File: config.mk
export PLATFORM = sky130hd
export DESIGN_NAME = lbm_top
export DESIGN_NICKNAME = d
export VERILOG_FILES = /design/src/rtl/lbm_pkg.sv /design/src/rtl/lbm_cfg_reg.sv /design/src/rtl/lbm_cll_decode.sv /design/src/rtl/lbm_oe_reg.sv /design/src/rtl/lbm_seq.sv /design/src/rtl/lbm_top.sv
export SDC_FILE = /design/constraint.sdc
export NUM_CORES = 1
export LEC_CHECK = 0
export ABC_CLOCK_PERIOD_IN_PS = 4350
export BUFFER_PORTS_ARGS = -buffer_cell sky130_fd_sc_hd__buf_2
export CAP_MARGIN = 10
export CORE_ASPECT_RATIO = 0.75
export CORE_MARGIN = 1.5
export CORE_UTILIZATION = 45
export CTS_BUF_LIST = sky130_fd_sc_hd__clkbuf_8 sky130_fd_sc_hd__clkbuf_16
export DETAILED_ROUTE_END_ITERATION = 8
export PLACE_DENSITY = 0.77
export SYNTH_ARGS = -nofsm -noshare
export SYNTH_HDL_FRONTEND = slang
export SYNTH_SLANG_ARGS = --single-unit
File: constraint.sdc
create_clock -name clk -period 4.35 [get_ports clk]
set_input_delay 0.2175 -clock clk [delete_from_list [all_inputs] [get_ports clk]]
set_output_delay 0.2175 -clock clk [all_outputs]
set_load 0.01 [all_outputs]
File: src/rtl/lbm_pkg.sv
package lbm_pkg;
  typedef enum logic [1:0] {
    ST_IDLE = 2'd0,
    ST_ADDR = 2'd1,
    ST_DATA = 2'd2
  } lbm_state_e;
endpackage

File: src/rtl/lbm_cfg_reg.sv
module lbm_cfg_reg #(
  parameter int          CW      = 5,
  parameter logic [CW-1:0] RST_VAL = 5'b00100
) (
  input  logic          clk,
  input  logic          rst_n,
  input  logic          we_i,
  input  logic [CW-1:0] val_i,
  output logic [CW-1:0] val_q
);
  always_ff @(posedge clk) begin
    if (!rst_n)    val_q <= RST_VAL;
    else if (we_i) val_q <= val_i;
  end
endmodule

File: src/rtl/lbm_cll_decode.sv
module lbm_cll_decode #(
  parameter int AW = 32,
  parameter int CW = 5
) (
  input  logic [CW-1:0] code_i,
  output logic [AW-1:2] float_mask_o,
  output logic [CW-1:0] burst_len_o
);
  logic legal_nz;
  int   low_bit;

  // A legal nonzero code has exactly one bit set; its position picks the lowest floated bit.
  always_comb begin
    legal_nz = $onehot(code_i);
    low_bit  = AW;
    for (int b = 0; b < CW; b++) begin
      if (code_i[b]) low_bit = b + 2;
    end
    burst_len_o = legal_nz ? code_i : CW'(1);
  end

  for (genvar i = 2; i < AW; i++) begin : g_fl
    assign float_mask_o[i] = legal_nz && (i >= low_bit);
  end
endmodule

File: src/rtl/lbm_oe_reg.sv
module lbm_oe_reg #(
  parameter int AW = 32
) (
  input  logic          clk,
  input  logic          rst_n,
  input  logic          hold_i,
  input  logic [AW-1:2] float_mask_i,
  output logic [AW-1:2] oe_q
);
  always_ff @(posedge clk) begin
    if (!rst_n)      oe_q <= '1;
    else if (hold_i) oe_q <= ~float_mask_i;
    else             oe_q <= '1;
  end

  p_oe_release_r3: assert property (@(posedge clk) disable iff (!rst_n)
    ($past(rst_n) && !$past(hold_i)) |-> (&oe_q));
  p_oe_float_r3: assert property (@(posedge clk) disable iff (!rst_n)
    ($past(rst_n) && $past(hold_i)) |-> ((oe_q & $past(float_mask_i)) == '0));
endmodule

File: src/rtl/lbm_seq.sv
module lbm_seq
  import lbm_pkg::*;
#(
  parameter int AW = 32,
  parameter int CW = 5
) (
  input  logic          clk,
  input  logic          rst_n,
  input  logic          req_valid_i,
  output logic          req_ready_o,
  input  logic [AW-1:2] req_addr_i,
  input  logic [CW-1:0] len_i,
  input  logic          hold_i,
  input  logic          beat_rdy_i,
  input  logic          rdy_ret_i,
  output logic          as_o,
  output logic          cmd_o,
  output logic [AW-1:2] addr_q
);
  lbm_state_e    state_q, state_d;
  logic [CW-1:0] left_q;
  logic          take_beat, last, fin, accept;

  assign last        = (left_q == CW'(1));
  assign take_beat   = (state_q == ST_DATA) && beat_rdy_i;
  assign fin         = take_beat && last;
  assign req_ready_o = (state_q == ST_IDLE) || fin;
  assign accept      = req_valid_i && req_ready_o;
  assign as_o        = (state_q == ST_ADDR) && !hold_i;
  assign cmd_o       = (state_q != ST_IDLE);

  always_comb begin
    state_d = state_q;
    unique case (state_q)
      ST_IDLE: if (accept) state_d = ST_ADDR;
      ST_ADDR: if (!hold_i) state_d = ST_DATA;
      ST_DATA: begin
        if (take_beat) begin
          if (last)           state_d = accept ? ST_ADDR : ST_IDLE;
          else if (rdy_ret_i) state_d = ST_ADDR;
        end
      end
      default: state_d = ST_IDLE;
    endcase
  end

  always_ff @(posedge clk) begin
    if (!rst_n) begin
      state_q <= ST_IDLE;
      left_q  <= '0;
      addr_q  <= '0;
    end else begin
      state_q <= state_d;
      if (accept) begin
        left_q <= len_i;
        addr_q <= req_addr_i;
      end else if (take_beat) begin
        left_q <= left_q - CW'(1);
        addr_q <= addr_q + 1'b1;
      end
    end
  end

  p_addr_step_r5: assert property (@(posedge clk) disable iff (!rst_n)
    (take_beat && !last) |=> (addr_q == $past(addr_q) + 1'b1));
  p_suspend_keep_r7: assert property (@(posedge clk) disable iff (!rst_n)
    (state_q == ST_ADDR && hold_i) |=> (state_q == ST_ADDR && $stable(addr_q)));
  p_no_take_mid_r10: assert property (@(posedge clk) disable iff (!rst_n)
    (state_q == ST_DATA && !beat_rdy_i) |=> $stable(addr_q));
  p_strobe_hold_r7: assert property (@(posedge clk) disable iff (!rst_n)
    as_o |=> (state_q == ST_DATA));
endmodule

File: src/rtl/lbm_top.sv
module lbm_top #(
  parameter int AW = 32,
  parameter int CW = 5,
  parameter logic [CW-1:0] CLL_RST = 5'b00100
) (
  input  logic          clk,
  input  logic          rst_n,
  input  logic          cfg_we_i,
  input  logic [CW-1:0] cfg_cll_i,
  input  logic          req_valid_i,
  output logic          req_ready_o,
  input  logic [AW-1:2] req_addr_i,
  input  logic          hold_i,
  input  logic          beat_rdy_i,
  input  logic          rdy_ret_i,
  output logic          as_o,
  output logic          cmd_o,
  output logic [AW-1:2] addr_o,
  output logic [AW-1:2] addr_oe_o
);
  logic [CW-1:0] cll_q;
  logic [AW-1:2] float_mask;
  logic [CW-1:0] burst_len;

  lbm_cfg_reg #(.CW(CW), .RST_VAL(CLL_RST)) u_cfg (
    .clk(clk), .rst_n(rst_n), .we_i(cfg_we_i), .val_i(cfg_cll_i), .val_q(cll_q));

  lbm_cll_decode #(.AW(AW), .CW(CW)) u_dec (
    .code_i(cll_q), .float_mask_o(float_mask), .burst_len_o(burst_len));

  lbm_oe_reg #(.AW(AW)) u_oe (
    .clk(clk), .rst_n(rst_n), .hold_i(hold_i), .float_mask_i(float_mask),
    .oe_q(addr_oe_o));

  lbm_seq #(.AW(AW), .CW(CW)) u_seq (
    .clk(clk), .rst_n(rst_n), .req_valid_i(req_valid_i), .req_ready_o(req_ready_o),
    .req_addr_i(req_addr_i), .len_i(burst_len), .hold_i(hold_i),
    .beat_rdy_i(beat_rdy_i), .rdy_ret_i(rdy_ret_i), .as_o(as_o), .cmd_o(cmd_o),
    .addr_q(addr_o));

  logic no_float_code;
  assign no_float_code = !$onehot(cll_q);

  p_reserved_nofloat_r4: assert property (@(posedge clk) disable iff (!rst_n)
    (no_float_code && $past(no_float_code) && $past(rst_n)) |-> (&addr_oe_o));
endmodule

==> summary.md <==
| Metric | Value |
|---|---|
| Die Height | `71.6 um` |
| Pre-Repair DR Iteration Count | `4` |
| Violation count after the first detailed-routing iteration | `135` |
| Crit Path Category | `flop to flop` |
| Post-synth cell types | `49` |
| Hold slack | `0.149 ns` |
| Switching Fraction | `between 30 and 40%` |
| DRC | `0` |
| Pre-CTS setup slack | `1.92 ns` |
| CTS tree | `done` |
| Yosys top cell area share | `34.0%` |
| Commonest cells post-synth | `dfxtp_1 (48), nor2_1 (37), buf_4 (26), o21ai_0 (21), nand2_1 (19)` |
| Syn Inst Count | `341` |
| Area of the multi-input gates | `roughly 1600 um^2` |
| Internal power | `794 uW` |
| Root Buffer | `clkbuf_8` |
| Crit Path Max Fanout | `6` |
| Antenna diodes | `0` |
| GPL Wtd Cong | `0.874` |
| Post CTS Setup Buffer Count | `0` |
| Avg Inst Size Synth | `8.28 um^2` |
| Post-Syn Nets | `393` |
| Chip width | `94.5 um` |
| Via count | `2659` |
| Outcome | `finished clean` |
| Setup crit start kind | `flop` |
| Routed WL | `6910 um` |
| Clk pwr share | `approximately a fifth` |
| Most numerous cell in the Yosys netlist | `dfxtp_1` |
| Routed wire per std cell | `around 14 um` |
| Post-route setup slack | `around 1.9 ns` |
| Min Tclk post-route | `2.46 ns` |
| NetSw | `478 uW` |
| Worst path slowest cell | `dfxtp_1` |
| Gr usage total | `20.6%` |
| Min-delay worst type | `input pin to flop` |
| Reg area | `961 um^2` |
| Delay of the slowest cell on the worst path | `0.42 ns` |
| Final non-filler cell area | `about 3300 um^2` |
| Ys Warns | `0` |
| Hold buffer count at CTS | `0` |
| WP data required | `4.51 ns` |
| Maximum vdd drop | `0.000172 V` |
| Number of fill cells | `between 500 and 600` |
| CP cell instances | `inv_1, ha_1, fa_1, inv_1, fa_1, and3_1, a311oi_1, a211oi_1` |
| Placed Cells | `483` |
| Detailed-placement wirelength estimate | `between 5000 and 6000 um` |
| Final clock period utilization by the worst path | `56.6%` |
| Seq pwr share | `a little under half` |
| # setup viols final | `0` |
| Data arrival time of the worst path | `between 2 and 3 ns` |
| Async set-reset flop share out of synthesis | `0%` |
| Starting Density | `47.5%` |
| Max Fclk | `406 MHz` |
| Setup crit end kind | `flop` |
| Dominant cell type by area after synthesis | `dfxtp_1` |
| Area delta synth->final | `16.2%` |
| Skew-Pair Late Insertion Delay | `0.30 ns` |
| Max clock buf depth | `2` |
| Reg-to-reg slack, setup | `1.89 ns` |
| Layout cells sized above 1 | `30.1%` |
| Syn Std Cell Area | `2820 um^2` |
| Hold Vio Cnt, Final | `0` |
| Leak pwr | `0.00138 uW` |
| DP Area | `3200 um^2` |
| Routed Antenna Nets | `0` |
| TritonCTS buffer count | `5` |
| Nets@finish | `464` |
| Yosys reg bits | `between 40 and 50` |
| Largest net degree at the start of global routing | `31` |
| Vias per inst | `around 5.4` |
| Slew HR | `48.0%` |
| Post-CTS sizing | `0` |
| # port buffers | `around 100` |
| Number of slew-limit violations in the final report | `0` |
| Initial antenna violation count | `0` |
| Gate power share | `approximately a third` |
| Slew @ Worst Pin | `0.772 ns` |
| Clock sink total | `between 40 and 50` |
| Rows | `24` |
| Top FF cell, synth | `dfxtp_1` |
| EDFF count, synth | `0` |
| Die Footprint | `6760 um^2` |
| RSZ-0062 raised after global routing | `no` |
| H-tree Lvls | `2` |
| Clock skew | `0.0136 ns` |
| Post-synthesis sequential area ratio | `34.0%` |
| TNS Setup | `0 ns` |
| I/O pin total | `105` |
| Synth area leaders | `dfxtp_1 (34%), buf_4 (6.9%), nor2_1 (4.9%)` |
| Core ar. | `5950 um^2` |
| Maxcap violations | `0` |
| Post-route insts no fill | `490` |
| First-pass GRT wire length | `~11000 um` |
| Clock transition at path regs | `0.09 ns` |
| Vias in the first global route | `2355` |
| Pwr Density | `between 300 and 400 nW/um^2` |
| Overflow after GRT | `0` |
-- cells by family (layout without fill, tap and decap cells) --
kind of cell / Yosys count / after routing / synth area share (%)
xor+xnor: 26 / 26 / 8.06
compound gates: 73 / 73 / 16.2
flops: 48 / 48 / 34.0
fa+ha+maj: 10 / 10 / 4.96
simple gates: 125 / 125 / 24.3
mux: 4 / 4 / 1.42
buf+inv: 55 / 126 / 11.1
-- area by class of cell --
| type | count | area share [%] |
|---|---|---|
| inverter | 14 | 1.60 |
| sequential | 48 | 29.3 |
| clock inverter | 2 | 0.381 |
| tap | 78 | 2.97 |
| clock buffer | 5 | 2.10 |
| multi-input combinational | 238 | 47.6 |
| timing repair buffer | 105 | 16.1 |
-- critical path, delay by kind of cell, from the launching register on --
family / cells / cell delay (ns)
compound gates: 2 / 0.37
simple gates: 1 / 0.25
flops: 1 / 0.42
fa+ha+maj: 3 / 1.11
buf+inv: 2 / 0.18
-- cell usage in the layout, fill, tap and decap left out, drive strengths merged, types with 2 or more instances in the layout --
cell type  count
a211oi        14
a21o           3
a21oi         16
a22oi          3
a311oi         3
a31oi          6
and2           2
and3           9
and4           3
buf          105
clkbuf         5
dfxtp         48
fa             2
ha             8
inv           14
mux2i          4
nand2         19
nand3         13
nand3b         2
nand4         18
nor2          38
nor3           7
nor4           6
nor4b          2
o21ai         21
or2            2
xnor2         12
xor2          14
-- flip-flops by register name, indices dropped and copies added (netlist names) --
register / flops
u_oe.oe_q: 6
u_seq.addr_q: 30
u_seq.left_q: 5
u_cfg.val_q: 5
u_seq.state_q: 2
-- worst paths after layout --
| kind | cells past startpoint | to | from |
|---|---|---|---|
| min reg2reg | 2 | u_seq.left_q[1]$_SDFFE_PN0P_ | u_seq.left_q[1]$_SDFFE_PN0P_ |
| max reg2reg | 8 | u_seq.left_q[1]$_SDFFE_PN0P_ | u_cfg.val_q[2]$_SDFFE_PN1P_ |
| max | 8 | u_seq.left_q[1]$_SDFFE_PN0P_ | u_cfg.val_q[2]$_SDFFE_PN1P_ |
| min | 3 | u_cfg.val_q[4]$_SDFFE_PN0P_ | cfg_cll_i[4] |
-- power by group through the flow --
| stage | Clock (uW) | Sequential [uW] | Combinational (uW) |
|---|---|---|---|
| after floorplan | 0 | 618 | 275 |
| after global placement | 0 | 606 | 396 |
| after detailed placement | 0 | 610 | 405 |
| after CTS | 264 | 600 | 408 |
| after global routing | 282 | 614 | 453 |
| final | 264 | 602 | 406 |
-- metrics by stage --
step	total power [uW]	utilization (%)
floorplan	893	-
global placement	1000	53.8
detailed placement	1010	53.8
CTS	1270	55.2
global route	1350	55.2
finish	1270	55.2
-- per-layer routing --
layer | part of all wire (%) | global-route usage, %
met5 | 0 | 0
met1 | 50 | 29.9
met2 | 44 | 31.9
met4 | 0.49 | 3.48
met3 | 5.8 | 4.35
No activity file was read; power rests on OpenSTA's default activity.
